`config.mk`:
```
export PLATFORM = sky130hd
export DESIGN_NAME = spi_winctl
export DESIGN_NICKNAME = d
export VERILOG_FILES = /design/src/rtl/spi_winctl_pkg.sv /design/src/rtl/spi_winctl_regs.sv /design/src/rtl/spi_winctl_fetch.sv /design/src/rtl/spi_winctl_pinmux.sv /design/src/rtl/spi_winctl.sv
export SDC_FILE = /design/constraint.sdc
export NUM_CORES = 1
export LEC_CHECK = 0
export BUFFER_PORTS_ARGS = -buffer_cell sky130_fd_sc_hd__buf_2
export CORE_MARGIN = 2
export CORE_UTILIZATION = 59
export CTS_CLUSTER_DIAMETER = 30
export CTS_CLUSTER_SIZE = 14
export DETAILED_ROUTE_END_ITERATION = 16
export PLACE_DENSITY_LB_ADDON = 0.3
export SLEW_MARGIN = 20
export SYNTH_ARGS = -nofsm -noshare
export SYNTH_HDL_FRONTEND = slang
export SYNTH_SLANG_ARGS = --single-unit
```
`constraint.sdc`:
```
create_clock -name clk -period 2.81 [get_ports clk]
set_input_delay 0.562 -clock clk [delete_from_list [all_inputs] [get_ports clk]]
set_output_delay 0.562 -clock clk [all_outputs]
set_load 0.05 [all_outputs]
```
`src/rtl/spi_winctl_pkg.sv`:
```
package spi_winctl_pkg;
  localparam logic [3:0] OFF_FSEL = 4'h0;
  localparam logic [3:0] OFF_CTRL = 4'h4;
  localparam logic [3:0] OFF_IOC  = 4'h8;
  localparam logic [3:0] OFF_RDS  = 4'hC;

  localparam int IOC_MOSI_BIT = 0;
  localparam int IOC_SCLK_BIT = 8;
  localparam int IOC_CS_BASE  = 16;

  localparam logic [31:0] CTRL_RST   = 32'h0000_0043;
  localparam logic [7:0]  FAST_RD_OP = 8'h0B;

  typedef enum logic [1:0] {F_IDLE, F_LO, F_HI, F_END} fetch_st_t;
endpackage

```
`src/rtl/spi_winctl_regs.sv`:
```
module spi_winctl_regs
  import spi_winctl_pkg::*;
#(
  parameter int DW   = 32,
  parameter int NCS  = 3,
  parameter int DIVW = 6
) (
  input  logic          clk,
  input  logic          rst,
  input  logic          wr_en,
  input  logic [3:0]    acc_off,
  input  logic [DW-1:0] wr_data,
  output logic [DW-1:0] rd_data,
  input  logic          miso,
  output logic          pin_mode,
  output logic [DIVW-1:0] clk_div,
  output logic [DW-1:0] ioc_q
);
  localparam logic [DW-1:0] IOC_RST = DW'(((64'd1 << NCS) - 64'd1) << IOC_CS_BASE);

  logic          fsel_q;
  logic [DW-1:0] ctrl_q;
  logic [DW-1:0] rds_q;
  logic          sclk_rise;

  assign sclk_rise = wr_en && (acc_off == OFF_IOC) && fsel_q &&
                     !ioc_q[IOC_SCLK_BIT] && wr_data[IOC_SCLK_BIT];

  always_ff @(posedge clk) begin
    if (rst) begin
      fsel_q <= 1'b0;
      ctrl_q <= DW'(CTRL_RST);
      ioc_q  <= IOC_RST;
      rds_q  <= '0;
    end else begin
      if (wr_en && acc_off == OFF_FSEL) fsel_q <= wr_data[0];
      if (wr_en && acc_off == OFF_CTRL) ctrl_q <= wr_data;
      if (wr_en && acc_off == OFF_IOC)  ioc_q  <= wr_data;
      if (sclk_rise) rds_q <= {rds_q[DW-2:0], miso};
    end
  end

  always_comb begin
    case (acc_off)
      OFF_FSEL: rd_data = DW'(fsel_q);
      OFF_CTRL: rd_data = ctrl_q;
      OFF_IOC:  rd_data = ioc_q;
      OFF_RDS:  rd_data = rds_q;
      default:  rd_data = '0;
    endcase
  end

  assign pin_mode = fsel_q;
  assign clk_div  = ctrl_q[DIVW-1:0];

  AST_RDS_RO: assert property (@(posedge clk) disable iff (rst)
    (wr_en && acc_off == OFF_RDS) |=> $stable(rds_q));
endmodule

```
`src/rtl/spi_winctl_fetch.sv`:
```
module spi_winctl_fetch
  import spi_winctl_pkg::*;
#(
  parameter int AW   = 24,
  parameter int DW   = 32,
  parameter int DIVW = 6
) (
  input  logic            clk,
  input  logic            rst,
  input  logic            start,
  input  logic [AW-1:0]   addr,
  input  logic [DIVW-1:0] div,
  input  logic            miso,
  output logic            busy,
  output logic            done,
  output logic            sclk,
  output logic            mosi,
  output logic            cs_act,
  output logic [DW-1:0]   rx_data
);
  localparam int OPW    = $bits(FAST_RD_OP);
  localparam int DUMW   = 8;
  localparam int TOT    = OPW + AW + DUMW + DW;
  localparam int DSTART = TOT - DW;
  localparam int IW     = $clog2(TOT);

  fetch_st_t       st;
  logic [DIVW-1:0] cnt, div_q;
  logic [IW-1:0]   idx;
  logic [TOT-1:0]  tx;
  logic [DW-1:0]   rx;
  logic            sclk_q, cs_q, done_q;

  always_ff @(posedge clk) begin
    if (rst) begin
      st <= F_IDLE;
      cnt <= '0;
      div_q <= '0;
      idx <= '0;
      tx <= '0;
      rx <= '0;
      sclk_q <= 1'b0;
      cs_q <= 1'b0;
      done_q <= 1'b0;
    end else begin
      done_q <= 1'b0;
      case (st)
        F_IDLE: if (start) begin
          tx     <= {FAST_RD_OP, addr, {DUMW{1'b0}}, {DW{1'b0}}};
          div_q  <= div;
          cnt    <= div;
          idx    <= '0;
          cs_q   <= 1'b1;
          sclk_q <= 1'b0;
          st     <= F_LO;
        end
        F_LO: if (cnt == '0) begin
          sclk_q <= 1'b1;
          if (idx >= IW'(DSTART)) rx <= {rx[DW-2:0], miso};
          cnt <= div_q;
          st  <= F_HI;
        end else begin
          cnt <= cnt - 1'b1;
        end
        F_HI: if (cnt == '0) begin
          sclk_q <= 1'b0;
          cnt    <= div_q;
          if (idx == IW'(TOT-1)) begin
            st <= F_END;
          end else begin
            idx <= idx + 1'b1;
            tx  <= {tx[TOT-2:0], 1'b0};
            st  <= F_LO;
          end
        end else begin
          cnt <= cnt - 1'b1;
        end
        F_END: begin
          cs_q   <= 1'b0;
          done_q <= 1'b1;
          st     <= F_IDLE;
        end
        default: st <= F_IDLE;
      endcase
    end
  end

  assign busy    = (st != F_IDLE);
  assign done    = done_q;
  assign sclk    = sclk_q;
  assign mosi    = tx[TOT-1];
  assign cs_act  = cs_q;
  assign rx_data = rx;

  AST_SCLK_LOW_IDLE: assert property (@(posedge clk) disable iff (rst)
    (st == F_IDLE) |-> !sclk_q);
  AST_BITS_COMPLETE: assert property (@(posedge clk) disable iff (rst)
    done_q |-> (idx == IW'(TOT-1)));
endmodule

```
`src/rtl/spi_winctl_pinmux.sv`:
```
module spi_winctl_pinmux #(
  parameter int NCS = 3
) (
  input  logic           clk,
  input  logic           rst,
  input  logic           pin_mode,
  input  logic           ioc_mosi,
  input  logic           ioc_sclk,
  input  logic [NCS-1:0] ioc_cs,
  input  logic           eng_sclk,
  input  logic           eng_mosi,
  input  logic           eng_cs_act,
  output logic           spi_sclk,
  output logic           spi_mosi,
  output logic [NCS-1:0] spi_cs_n
);
  logic [NCS-1:0] cs_nxt;

  for (genvar g = 0; g < NCS; g++) begin : g_lane
    if (g == 0) begin : g_flash
      assign cs_nxt[g] = pin_mode ? ioc_cs[g] : !eng_cs_act;
    end else begin : g_other
      assign cs_nxt[g] = pin_mode ? ioc_cs[g] : 1'b1;
    end
  end

  always_ff @(posedge clk) begin
    if (rst) begin
      spi_sclk <= 1'b0;
      spi_mosi <= 1'b0;
      spi_cs_n <= '1;
    end else begin
      spi_sclk <= pin_mode ? ioc_sclk : eng_sclk;
      spi_mosi <= pin_mode ? ioc_mosi : (eng_cs_act && eng_mosi);
      spi_cs_n <= cs_nxt;
    end
  end
endmodule

```
`src/rtl/spi_winctl.sv`:
```
module spi_winctl
  import spi_winctl_pkg::*;
#(
  parameter int AW   = 24,
  parameter int DW   = 32,
  parameter int NCS  = 3,
  parameter int DIVW = 6
) (
  input  logic           clk,
  input  logic           rst,
  input  logic           bus_req,
  input  logic           bus_win,
  input  logic           bus_we,
  input  logic [AW-1:0]  bus_addr,
  input  logic [DW-1:0]  bus_wdata,
  output logic [DW-1:0]  bus_rdata,
  output logic           bus_ready,
  output logic           spi_sclk,
  output logic           spi_mosi,
  output logic [NCS-1:0] spi_cs_n,
  input  logic           spi_miso
);
  localparam int NB = DW / 8;

  logic            pin_mode, eng_busy, eng_done, eng_sclk, eng_mosi, eng_cs;
  logic [DIVW-1:0] clk_div;
  logic [DW-1:0]   ioc_q, reg_rdata, eng_rx, rx_swap;
  logic            pend, take, reg_wr, eng_start;

  assign take      = bus_req && !bus_ready && !pend;
  assign reg_wr    = take && !bus_win && bus_we;
  assign eng_start = take && bus_win && !bus_we && !pin_mode;

  for (genvar b = 0; b < NB; b++) begin : g_swap
    assign rx_swap[8*b +: 8] = eng_rx[DW-8-8*b +: 8];
  end

  spi_winctl_regs #(.DW(DW), .NCS(NCS), .DIVW(DIVW)) u_regs (
    .clk(clk), .rst(rst), .wr_en(reg_wr), .acc_off(bus_addr[3:0]),
    .wr_data(bus_wdata), .rd_data(reg_rdata), .miso(spi_miso),
    .pin_mode(pin_mode), .clk_div(clk_div), .ioc_q(ioc_q)
  );

  spi_winctl_fetch #(.AW(AW), .DW(DW), .DIVW(DIVW)) u_fetch (
    .clk(clk), .rst(rst), .start(eng_start), .addr(bus_addr), .div(clk_div),
    .miso(spi_miso), .busy(eng_busy), .done(eng_done), .sclk(eng_sclk),
    .mosi(eng_mosi), .cs_act(eng_cs), .rx_data(eng_rx)
  );

  spi_winctl_pinmux #(.NCS(NCS)) u_pins (
    .clk(clk), .rst(rst), .pin_mode(pin_mode),
    .ioc_mosi(ioc_q[IOC_MOSI_BIT]), .ioc_sclk(ioc_q[IOC_SCLK_BIT]),
    .ioc_cs(ioc_q[IOC_CS_BASE +: NCS]),
    .eng_sclk(eng_sclk), .eng_mosi(eng_mosi), .eng_cs_act(eng_cs),
    .spi_sclk(spi_sclk), .spi_mosi(spi_mosi), .spi_cs_n(spi_cs_n)
  );

  always_ff @(posedge clk) begin
    if (rst) begin
      bus_ready <= 1'b0;
      bus_rdata <= '0;
      pend      <= 1'b0;
    end else begin
      bus_ready <= 1'b0;
      if (pend) begin
        if (eng_done) begin
          bus_ready <= 1'b1;
          bus_rdata <= rx_swap;
          pend      <= 1'b0;
        end
      end else if (take) begin
        if (!bus_win) begin
          bus_ready <= 1'b1;
          bus_rdata <= reg_rdata;
        end else if (bus_we || pin_mode) begin
          bus_ready <= 1'b1;
          bus_rdata <= '0;
        end else begin
          pend <= 1'b1;
        end
      end
    end
  end

  AST_READY_PULSE: assert property (@(posedge clk) disable iff (rst)
    bus_ready |=> !bus_ready);
  AST_WIN_CS0_LOW: assert property (@(posedge clk) disable iff (rst)
    $past(eng_busy && !pin_mode) |-> !spi_cs_n[0]);
  AST_WIN_IDLE_CS: assert property (@(posedge clk) disable iff (rst)
    $past(!eng_busy && !pin_mode) |-> (&spi_cs_n));
  AST_WIN_IDLE_SCLK: assert property (@(posedge clk) disable iff (rst)
    $past(!eng_busy && !pin_mode) |-> (!spi_sclk && !spi_mosi));
endmodule

```
==> Word level (Yosys, flattened, before mapping) <==
Cells that the tools add are included.
{ "word_totals": {"latchBits": 0, "mem_bits_ro": 0, "out_inout_bits": 38, "ram_bits": 0, "n_memories": 0, "regBits": 264} }
{ "classes": {"n_reduce_logical": 40, "magnitude_cmp": 1, "muxes": 42, "n_shift": 0, "mul": 0, "bitwise": 1, "n_div": 0, "eq_ne": 13, "add_sub_neg": 2} }
{ "ops": {"columns": ["operator", "n"], "rows": [
  ["$mux 72", 3],
  ["$mux 32", 5],
  ["$pmux 72 s2", 1],
  ["$pmux 32 s4", 1],
  ["$mux 7", 3],
  ["$mux 1", 18],
  ["$logic_and 1x1->1", 14],
  ["$pmux 7 s2", 1],
  ["$mux 6", 2],
  ["$pmux 6 s2", 1],
  ["$reduce_and 3->1", 3],
  ["$eq 4x4->1 const B", 2],
  ["$mux 2", 4],
  ["$pmux 2 s4", 1],
  ["$reduce_and 4->1", 2],
  ["$reduce_bool 2->1", 4],
  ["$add 7x1->7 const B", 1],
  ["$eq 7x7->1 const B", 1],
  ["$ge 7x6->1 const B", 1],
  ["$logic_not 1->1", 7],
  ["$logic_not 6->1", 1],
  ["$ne 2x1->1 const B", 3],
  ["$reduce_and 2->1", 3],
  ["$sub 6x1->6 const B", 1],
  ["13 further kinds", 16]
]} }

==> Logic depth before layout (Yosys ltp) <==
Gate-level depths: netlist of the first run.
{ "depth": {"depth_word": 9, "mapped_depth": 9, "mapped_depth_nobuf": 6} }

==> Hierarchy <==
Synthesis of the first run repeated with hierarchy kept, for this count alone.
{ "unflattened": {"cells_unflattened": 1083, "hier_area_um2": 10716.5} }
{ "by_module_without_submodules": {"columns": ["module", "area_each_um2", "seq_area_each_um2", "cells_per_inst", "instances"], "rows": [
  ["spi_winctl_regs", 4834.6, 1941.9, 483, 1],
  ["spi_winctl_fetch", 3890.0, 1761.7, 416, 1],
  ["spi_winctl", 1830.5, 680.7, 170, 1],
  ["spi_winctl_pinmux", 161.4, 100.1, 14, 1]
]} }

==> Worst setup path after synthesis of the first run <==
Ideal clock, no wire load.
{ "synth_timing": {"path_kind": "in2reg", "from": "in bus_win", "to": "reg u_fetch.tx[65]", "t_arrival_ns": 2.059, "cell_stages": 6, "setup_time_ns": 0.119, "setup_slack_ns": 0.632, "required_time_ns": 2.691, "cell_sequence": "buf_2 or3b_2 o21ai_1 nand3_1 buf_2 o221a_2"} }
{ "synth_between": {"elab_chain_len": 5} }
{ "synth_lines": {"columns": ["item", "line", "source"], "rows": [
  ["start, declared", "spi_winctl.sv:12", "input logic bus_win,"],
  ["$logic_and 1x1->1 (3 in a row)", "spi_winctl.sv:32", "assign eng_start = take && bus_win && !bus_we && !pin_mode;"],
  ["$ne 2x2->1 (no line)", null, null],
  ["$reduce_and 4->1 (no line)", null, null],
  ["end signal, assigned", "spi_winctl_fetch.sv:49", "tx <= {FAST_RD_OP, addr, {DUMW{1'b0}}, {DW{1'b0}}};"],
  ["end signal, assigned", "spi_winctl_fetch.sv:72", "tx <= {tx[TOT-2:0], 1'b0};"],
  ["end, declared", "spi_winctl_fetch.sv:30", "logic [TOT-1:0] tx;"]
]} }
Every way passes these cells.
A chain may end at the register's enable or synchronous reset.

==> Worst setup path in the final report of the first run <==
{ "layout_timing": {"from": "reg u_fetch.st[0]", "to": "reg u_fetch.tx[51]"} }
{ "layout_between": {"elab_chain_len": 3, "elab_cells_between_ends": 8, "classes_between": "eq/ne (4); mux (1); reduce/logical (3)"} }
{ "layout_lines": {"columns": ["item", "line", "source"], "rows": [
  ["start, declared", "spi_winctl_fetch.sv:27", "fetch_st_t st;"],
  ["start signal, assigned", "spi_winctl_fetch.sv:36", "st <= F_IDLE;"],
  ["start signal, assigned", "spi_winctl_fetch.sv:55", "st <= F_LO;"],
  ["start signal, assigned", "spi_winctl_fetch.sv:61", "st <= F_HI;"],
  ["$eq 2x2->1 or $logic_not 2->1 (tied branches)", "spi_winctl_fetch.sv:47", "case (st)"],
  ["$ne 2x2->1 (no line), or another cell as far along", null, null],
  ["$reduce_and 4->1 (no line)", null, null]
]} }
Several ways; a longest one is shown, not always the timed one.

==> run metrics, run 1 <==
status complete, no violations; WL/cell between 15 and 20 um; Finish-stage setup viols 0; total power 9.94 mW; PortBufs 99; Sw Share between 20 and 30%; die area 0.0175 sq mm; DRT iter0 DRCs roughly 860; HPWL after DPL 15600 um; Tot GR Track Use ~29%; Lkg Pwr 4.34 nW; crit path capture type flop; Max Freq ~420 MHz; critical path's most frequent cell buf_4; register bit total from synthesis around 220; Int Power 7.23 mW; Setup Crit Path Kind flop to flop; sequential fraction of the synthesis area 46.2%; Die Ht 132 um; Post-CTS Setup Bufs 0; largest net degree at the start of global routing 186; gpl congestion 0.834; Final min period 2.37 ns; DIE WIDTH 132 um; WL final 25800 um; Setup Skew 0.0209 ns; async set-or-reset flop fraction in the synthesized netlist 0%; # hold bufs at CTS 0; syn nets 1255; Comb power frac 14.4%; placed instance count 1432; maximum fanout along the worst path 24; delay of the slowest critical-path stage between 0.4 and 0.5 ns; Initial Utilization 60.6%; Yosys cell types 59; CTS tree built; First-pass DRT Iterations 6; Final Hold Viols 0; root buffer cell clkbuf_16; Setup crit start kind flop; Synth Instances roughly 1200; Clock Sinks 224; Max Slew Vio Count 0; pwr/cell area 845 mW/mm^2; clock power share 49.9%; Worst VDD drop 616 uV; Slew @ Worst Pin 0.899 ns; I/O pins 100; first-pass GRT wire length between 40000 and 50000 um; initial antenna violation count 3; deepest clock path buffer count 3; CP max-delay cell or4_1; clk_lat worst skew about 0.52 ns; Via-to-Cell Ratio 5.93; worst slew margin relative to its limit between 40% and 50%; non-filler instance count after layout approximately 1500; TNS Setup 0 ns; DRC 0; core area between 0.015 and 0.02 sq mm; clock slew at reported path FFs 0.05 ns; crit-path cells inv_1 -> ha_1 -> buf_4 -> nor2_1 -> or4_1 -> buf_4 -> mux2i_1; syn avg cell area 8.19 sq um; Site Rows 46; fraction of layout cells with a size suffix above 1 19.2%; final antenna-violating net count 0; Synth Flop Type dfxtp_1; Post-synth EDFFs 0; TritonCTS Buffers 41; Resized Gates After CTS 0; Final Net Count 1329; Sequential Power Share 35.6%; vias in the first global route 8449; RSZ-0062 raised after global routing no; Max Cap Viol 0; Crit path required time 3.19 ns; H-tree lvl count 2; grt total ovfl 0; Switch Pwr 2.72 mW; Synth warnings 0; DR vias 8947; Worst EP arrival 2.74 ns; area grow syn2layout 21.4%; mapped cell area 0.00970 sq mm; crit share post-route roughly 84%; Hold Path Class primary input to flop
[power groups by stage]
stage / combinational (mW) / sequential (mW) / clock [mW]
floorplan: 0.943 / 3.70 / 0
detailed placement: 1.41 / 3.60 / 0
finish: 1.44 / 3.54 / 4.96
global placement: 1.38 / 3.59 / 0
CTS: 1.42 / 3.54 / 5.01
global route: 1.57 / 3.57 / 5.16
[metal layers]
metal / GRT usage, % / vias up / part of all wire (%)
met2: 47.7 / 360 / 47
li1: - / 4296 / -
met5: 0 / - / 0
met3: 4.65 / 66 / 6.7
met4: 14.3 / 0 / 3.7
met1: 37.9 / 4225 / 42
[final cells by class]
class                   count  area [sq um]
multi-input cells         844          4760
flip-flops and latches    224          4480
fillers                  1228          4230
clock buffers              51          1140
repair buffers            132           771
clock inverters            24           279
well taps                 216           270
inverters                  16          60.1
diodes                      3          7.51
[sequential cells by signal, summed over array words and instances, names as in the netlist]
register and cells:
u_fetch.sclk 1, u_fetch.idx 7, pend 1, u_fetch.cnt 6
u_fetch.done 1, u_pins.spi_sclk 1, u_fetch.tx 32, u_regs.pin_mode 1
u_regs.rds_q 32, u_pins.spi_mosi 1, bus_ready 1, bus_rdata 32
u_fetch.cs_act 1, u_regs.ctrl_q 32, u_fetch.div_q 6, u_fetch.st 2
u_regs.ioc_q 32, u_fetch.rx_data 32, u_pins.spi_cs_n 3
[synth_stat cells (3+ instances only)]
library cell	instances	share of area (%)
nor2_1	51	2.0
a22oi_1	32	2.5
a31oi_1	4	0.26
a211oi_1	32	2.5
or3_1	5	0.32
a21oi_1	131	6.8
o22ai_1	3	0.19
nor4_1	3	0.19
a2111o_1	31	3.6
nand2b_1	6	0.39
mux2_2	23	2.7
a311oi_1	6	0.54
mux2i_1	32	3.3
o21ai_0	36	1.9
and3_1	6	0.39
buf_1	4	0.15
o211ai_1	7	0.54
nor2b_1	4	0.26
nor3_1	4	0.21
ha_1	8	1.0
nand4_1	6	0.39
o32ai_1	5	0.45
buf_2	19	0.98
dfxtp_1	224	46
inv_1	16	0.62
or4_1	4	0.31
clkbuf_1	75	2.9
nand2_1	352	14
o221a_2	4	0.46
nand3_1	13	0.67
[final timing paths]
check                                       from           endpoint  slack (ns)  depth (start not counted)
worst min-delay path               bus_wdata[21]  u_regs.ctrl_q[21]        0.29                          3
worst max register to register     u_fetch.st[0]     u_fetch.tx[51]        0.44                          7
worst min register to register  u_regs.rds_q[31]   u_regs.rds_q[31]        0.45                          2
worst max-delay path               u_fetch.st[0]     u_fetch.tx[51]        0.44                          7
[stage by stage]
step / util [%] / setup slack (ns) / hold slack (ns) / cell area (sq um)
5_1_grt: 73.6 / 0.331 / 0.293 / 11800
4_1_cts: 73.5 / 0.473 / 0.282 / 11800
3_3_place_gp: 64.6 / 0.553 / 0.439 / 10300
3_5_place_dp: 64.6 / 0.497 / 0.445 / 10300
6_report: 73.6 / 0.445 / 0.290 / 11800
2_1_floorplan: - / 0.632 / 0.431 / 9700
[placed cells by master, fill, tap and decap left out, types with 4 or more instances in the layout]
cell type	n
nor2_1	51
a311oi_1	6
bufinv_16	4
buf_4	32
clkinv_4	6
o32ai_1	5
a22oi_1	32
inv_1	15
or3_1	5
nand4_1	6
a31oi_1	4
o221a_2	4
or4_1	4
nand3_1	13
a21oi_1	131
mux2i_1	32
o211ai_1	7
mux2_2	23
a211oi_1	32
buf_2	98
nor3_1	4
clkinv_2	5
and3_1	6
o21ai_0	36
clkinvlp_4	6
ha_1	8
clkbuf_8	6
clkbuf_16	42
nand2b_1	6
dfxtp_1	224
a2111o_1	31
nand2_1	352
[cells by family after synthesis]
logic type               count (synthesis)  share of synthesized area [%]
AND/OR/NAND/NOR                        470                           20.3
multiplexers                            56                           6.20
XOR/XNOR                                 3                          0.271
buffers and inverters                  117                           4.97
adder cells (fa/ha/maj)                  8                           1.03
AO/OA/AOI/OAI                          307                           21.0
flip-flops                             224                           46.2
[critical path: cells and delay by family, from the launching register on]
kind,cells,cell delay [ns]
adders and majority gates,1,0.34
buffers and inverters,3,0.75
DFF,1,0.34
muxes,1,0.16
and+or+nand+nor,2,0.63
(Power assumes the default switching activity.)
==> inputs of run 2 (changes only) <==
- clock period: 2.81 -> 2.4 ns (I/O delays scaled with it)
==> run metrics, run 2 (synthesis gave the netlist of run 1 again) <==
area grow syn2layout 23.2%; leading cell type in the layout, fill and taps excluded nand2_1; root buffer cell clkbuf_16; pwr/cell area 1000 mW/mm^2; Finish-stage setup viols 0; PortBufs 99; Setup Crit Path Kind flop to flop; DIE WIDTH 132 um; vias in the first global route around 8600; # hold bufs at CTS 0; worst slew margin relative to its limit 45.2%; status complete, no violations; DR vias 8900; largest net degree at the start of global routing around 80; Worst EP arrival approximately 2.5 ns; end-of-flow core utilization around 75%; RR Endpoint u_fetch.tx[59]; Lkg Pwr 4.45 nW; HPWL after DPL 15800 um; die area 0.0175 sq mm; First-pass DRT Iterations 7; clock slew at reported path FFs approximately 0.05 ns; Final min period 2.12 ns; Setup Skew roughly 0.020 ns; crit path capture type flop; Worst VDD drop 722 uV; Max Freq 472 MHz; Hold Path Depth 3; TNS Setup 0 ns; CTS tree built; Slew @ Worst Pin 0.822 ns; Die Ht 132 um; Setup crit start kind flop; H-tree lvl count 2; hold_sp bus_wdata[21]; reg2reg setup slack ~0.28 ns; maximum fanout along the worst path 23; Initial Utilization 60.6%; DRT iter0 DRCs around 750; grt total ovfl 0; Post-CTS Setup Bufs 0; I/O pins 100; most frequent cells in the layout nand2_1 (352), dfxtp_1 (224), a21oi_1 (131), buf_2 (98), nor2_1 (51); Site Rows 46; DRC 0; RSZ-0062 raised after global routing no; Tot GR Track Use 29.1%; Final Hold Viols 0; r2r startpoint u_fetch.st[0]; WL/cell ~17 um; Resized Gates After CTS 0; fraction of layout cells with a size suffix above 1 20.1%; depth of the most critical reg-to-reg path 7; core area 0.0160 sq mm; clk_lat worst skew 0.53 ns; Worst Hold Path EP u_regs.ctrl_q[21]; Final Net Count approximately 1300; Hold Path Class primary input to flop; deepest clock path buffer count 3; Via-to-Cell Ratio 5.84; crit path from u_fetch.st[0]; Clock Sinks 224; WL final 25600 um; Max Slew Vio Count 0; initial antenna violation count 2; Max Cap Viol 0; Crit path required time 2.79 ns; first-pass GRT wire length 42100 um; gpl congestion 0.857; final antenna-violating net count 0; crit share post-route 88.2%; TritonCTS Buffers 42
-- run 2: how the worst max path moves through the flow --
stage,endpoint,slack [ns],depth (start not counted)
after floorplan,u_fetch.tx[65],0.30,6
after global placement,u_fetch.tx[49],0.34,6
after detailed placement,u_fetch.tx[47],0.26,6
after CTS,u_fetch.tx[59],0.31,7
after global routing,u_fetch.idx[3],0.14,7
final,u_fetch.tx[59],0.28,7
-- run 2: area by class of cell --
type	instances	area, sq um
Clock buffer	51	1130
Timing Repair Buffer	144	898
Antenna cell	2	5.00
Fill cell	1218	4050
Multi-Input combinational cell	844	4760
Tap cell	216	270
Clock inverter	27	344
Inverter	16	60.1
Sequential cell	224	4480
-- run 2: metal layers --
metal	vias to the layer above	wire length [um]	global-route usage, %
met5	-	0	0
li1	4323	-	-
met2	328	12500	48.6
met1	4178	10800	36.6
met3	71	1500	5.07
met4	0	813	14.0
-- run 2: through the flow --
step	power (mW)	area, sq um	hold WS (ns)	worst slack [ns]	cells
floorplan	5.43	9700	0.431	0.304	1185
CTS	12.0	11900	0.179	0.311	1522
global route	12.4	12000	0.190	0.144	1524
global placement	5.89	10500	0.438	0.336	1444
detailed placement	5.93	10500	0.443	0.261	1444
finish	12.0	12000	0.199	0.283	1524
-- run 2: critical path, cell delays in order, from the launching register on --
cell and delay (ns):
dfxtp_1 0.39, inv_1 0.08, ha_1 0.31, inv_1 0.22, a21oi_1 0.11, or4_1 0.42
buf_4 0.28, mux2i_1 0.17
-- run 2: report_power, final --
| part | internal (mW) | switching [mW] | total (mW) |
|---|---|---|---|
| Clock | 4.05 | 2.03 | 6.09 |
| Sequential | 3.98 | 0.164 | 4.15 |
| Combinational | 0.695 | 1.06 | 1.76 |
| Total | 8.73 | 3.26 | 12.0 |
==> inputs of run 3 (changes only) <==
- CORE_ASPECT_RATIO: not set -> 2
- CORE_UTILIZATION: 59 -> 60
- SYNTH_HIERARCHICAL: not set -> 1
==> run metrics, run 3 <==
deepest clock path buffer count 3; WL final 24500 um; Setup Crit Path Kind flop to flop; Worst VDD drop 694 uV; DRC 0; Synth area leaders dfxtp_1 (42%), mux2i_1 (15%), nand2b_1 (7.5%); Tot GR Track Use 25.0%; Buffers & Inverters on Critical Path 1; r2r startpoint u_regs/pin_mode; Die Ht 193 um; DIE WIDTH slightly below 100 um; Max Freq 419 MHz; DR vias approximately 8300; WL/cell approximately 18 um; sequential fraction of the synthesis area 41.8%; Setup Skew a little under 0.02 ns; RSZ-0062 raised after global routing yes; Via-to-Cell Ratio 5.97; clock slew at reported path FFs about 0.060 ns; first-pass GRT wire length 40000 um; status complete, no violations; grt met1 use 34.0%; Synth warnings 6; Initial Utilization just over 60%; die area 0.0190 sq mm; top-count cell post-synth dfxtp_1; Synth Flop Type dfxtp_1; most frequent cells in the layout dfxtp_1 (222), mux2i_1 (156), nand2b_1 (128), nor2_1 (121), buf_2 (98); hold_ws between 0.2 and 0.25 ns; clk_lat worst skew 0.53 ns; HPWL after DPL 16300 um; ANT cells 0; gpl congestion 0.813; pwr/cell area 835 mW/mm^2; initial antenna violation count 0; final worst setup slack 0.0129 ns; CTS tree built; Worst EP arrival 2.85 ns; met2 usage 42.7%; Post-synth EDFFs 0; worst slew margin relative to its limit a little under three fifths; post-route cell area 0.0124 sq mm; register bit total from synthesis 224; placed instance count 1338; H-tree lvl count 1; grt total ovfl 0; pre-CTS WS -0.295 ns; leading cell type in the layout, fill and taps excluded dfxtp_1; Final min period roughly 2.4 ns; TritonCTS Buffers 27; Yosys cell types 64; Setup crit start kind flop; non-filler instance count after layout about 1400; crit path capture type flop; core area approximately 0.018 sq mm; top cells by count, synth dfxtp_1 (224), mux2i_1 (156), nand2b_1 (128); syn nets roughly 1200; met3 Use GR under 10%; Hold Path Class primary input to flop; gr busiest metal met2; PortBufs just under 100; crit path from u_regs/pin_mode; crit-path cells or3b_4 -> nor4b_4 -> mux2i_1 -> a41oi_2 -> buf_4 -> nand2_4 -> or4_4 -> a21oi_2; Area after DPL 0.0114 sq mm; hold_sp bus_wdata[6]; Max Cap Viol 0; Site Rows 69; maximum fanout along the worst path 3; Clock Sinks 224; First-pass DRT Iterations 5; Crit path required time about 2.9 ns; delay of the slowest critical-path stage 0.43 ns; final antenna-violating net count 0; fraction of layout cells with a size suffix above 1 24.0%; mapped cell area about 0.011 sq mm; # hold bufs at CTS 0; DRT iter0 DRCs 525; Finish-stage setup viols 0; Slew @ Worst Pin 0.662 ns; Lkg Pwr just under 5 nW; area share of the largest cell type after synthesis 41.8%; vias in the first global route ~7900; Synth Instances between 1000 and 1500; CP max-delay cell nor4b_4; Max Slew Vio Count 0; area leader, netlist dfxtp_1; Final Net Count 1229; Final Hold Viols 0; largest net degree at the start of global routing 69; root buffer cell clkbuf_16; I/O pins 100; area grow syn2layout 15.8%; Crit path max-delay family simple AND/OR/NAND/NOR gates; syn avg cell area slightly below 10 sq um; crit share post-route approximately 99%; async set-or-reset flop fraction in the synthesized netlist 0%
==> run 3: cell types whose count changed in the layout (fill, tap and decap cells not counted), moves of 6 or more <==
cell       delta
nand2_1     -329
mux2i_1     +124
nand2b_1    +122
a21oi_1     -106
nor2_1       +70
a221oi_1     +32
o21ai_0      -32
a2111o_1     -31
a211oi_2     +30
a22oi_1      +29
clkbuf_16    -14
mux2_2        +8
inv_6         -6
==> run 3: stage by stage <==
step	TNS (ns)	power [mW]	utilization (%)
floorplan	-4.17	5.57	-
global placement	-8.82	5.97	64.7
detailed placement	-10.52	6.06	64.7
CTS	0	10.4	70.2
global route	-0.0814	10.8	70.5
finish	0	10.4	70.5
==> run 3: logic make-up (layout without fill, tap and decap cells) <==
logic type                 after synthesis  count (layout)  share of synthesized area (%)
and+or+nand+nor                        332             332                           16.4
DFF                                    224             224                           41.8
AOI/OAI and AO/OA                      207             207                           16.1
adders and majority gates               10              10                           1.17
xor gates and xnor gates                 5               5                          0.409
muxes                                  188             188                           18.0
buffers and inverters                  117             211                           6.04
==> run 3: what timing repair did <==
| action | CTS | global route |
|---|---|---|
| gates resized for setup | 0 | 5 |
| pin swaps | 1 | 4 |
| setup buffers | 1 | 1 |
| cloned | 0 | 1 |
| setup endpoints to repair | 32 | 29 |
| endpoints found under the hold margin | 0 | 0 |
==> run 3: final cells by class <==
class / count / area, sq um
fill: 1342 / 5200
inverter: 12 / 45.0
timing repair buffer: 150 / 1010
sequential: 224 / 4490
tap: 213 / 267
clock buffer: 36 / 739
clock inverter: 13 / 215
multi-input combinational: 742 / 5650
==> run 3: tightest hold or removal path: cells and delay by family <==
| kind | cells | cell delay (ns) |
|---|---|---|
| buffers and inverters | 1 | 0.11 |
| AND/OR/NAND/NOR | 1 | 0.06 |
| multiplexers | 1 | 0.06 |
==> run 3: power by group <==
| part | switching (mW) | leakage (nW) | internal, mW |
|---|---|---|---|
| Clock | 1.60 | 0.470 | 2.72 |
| Combinational | 1.18 | 2.56 | 0.796 |
| Sequential | 0.156 | 1.82 | 3.91 |
==> run 3: worst paths after layout <==
path,depth (start not counted),slack [ns],endpoint
min,3,0.22,u_regs/ioc_q[6]
min reg2reg,2,0.46,u_fetch/div_q[4]
max,8,0.01,u_fetch/idx[5]
max reg2reg,8,0.01,u_fetch/idx[5]
==> run 3: metal layers <==
metal / up-vias / part of all wire [%]
li1: 4028 / -
met1: 3997 / 44
met2: 226 / 50
met3: 46 / 4.3
met4: 0 / 2.1
met5: - / 0
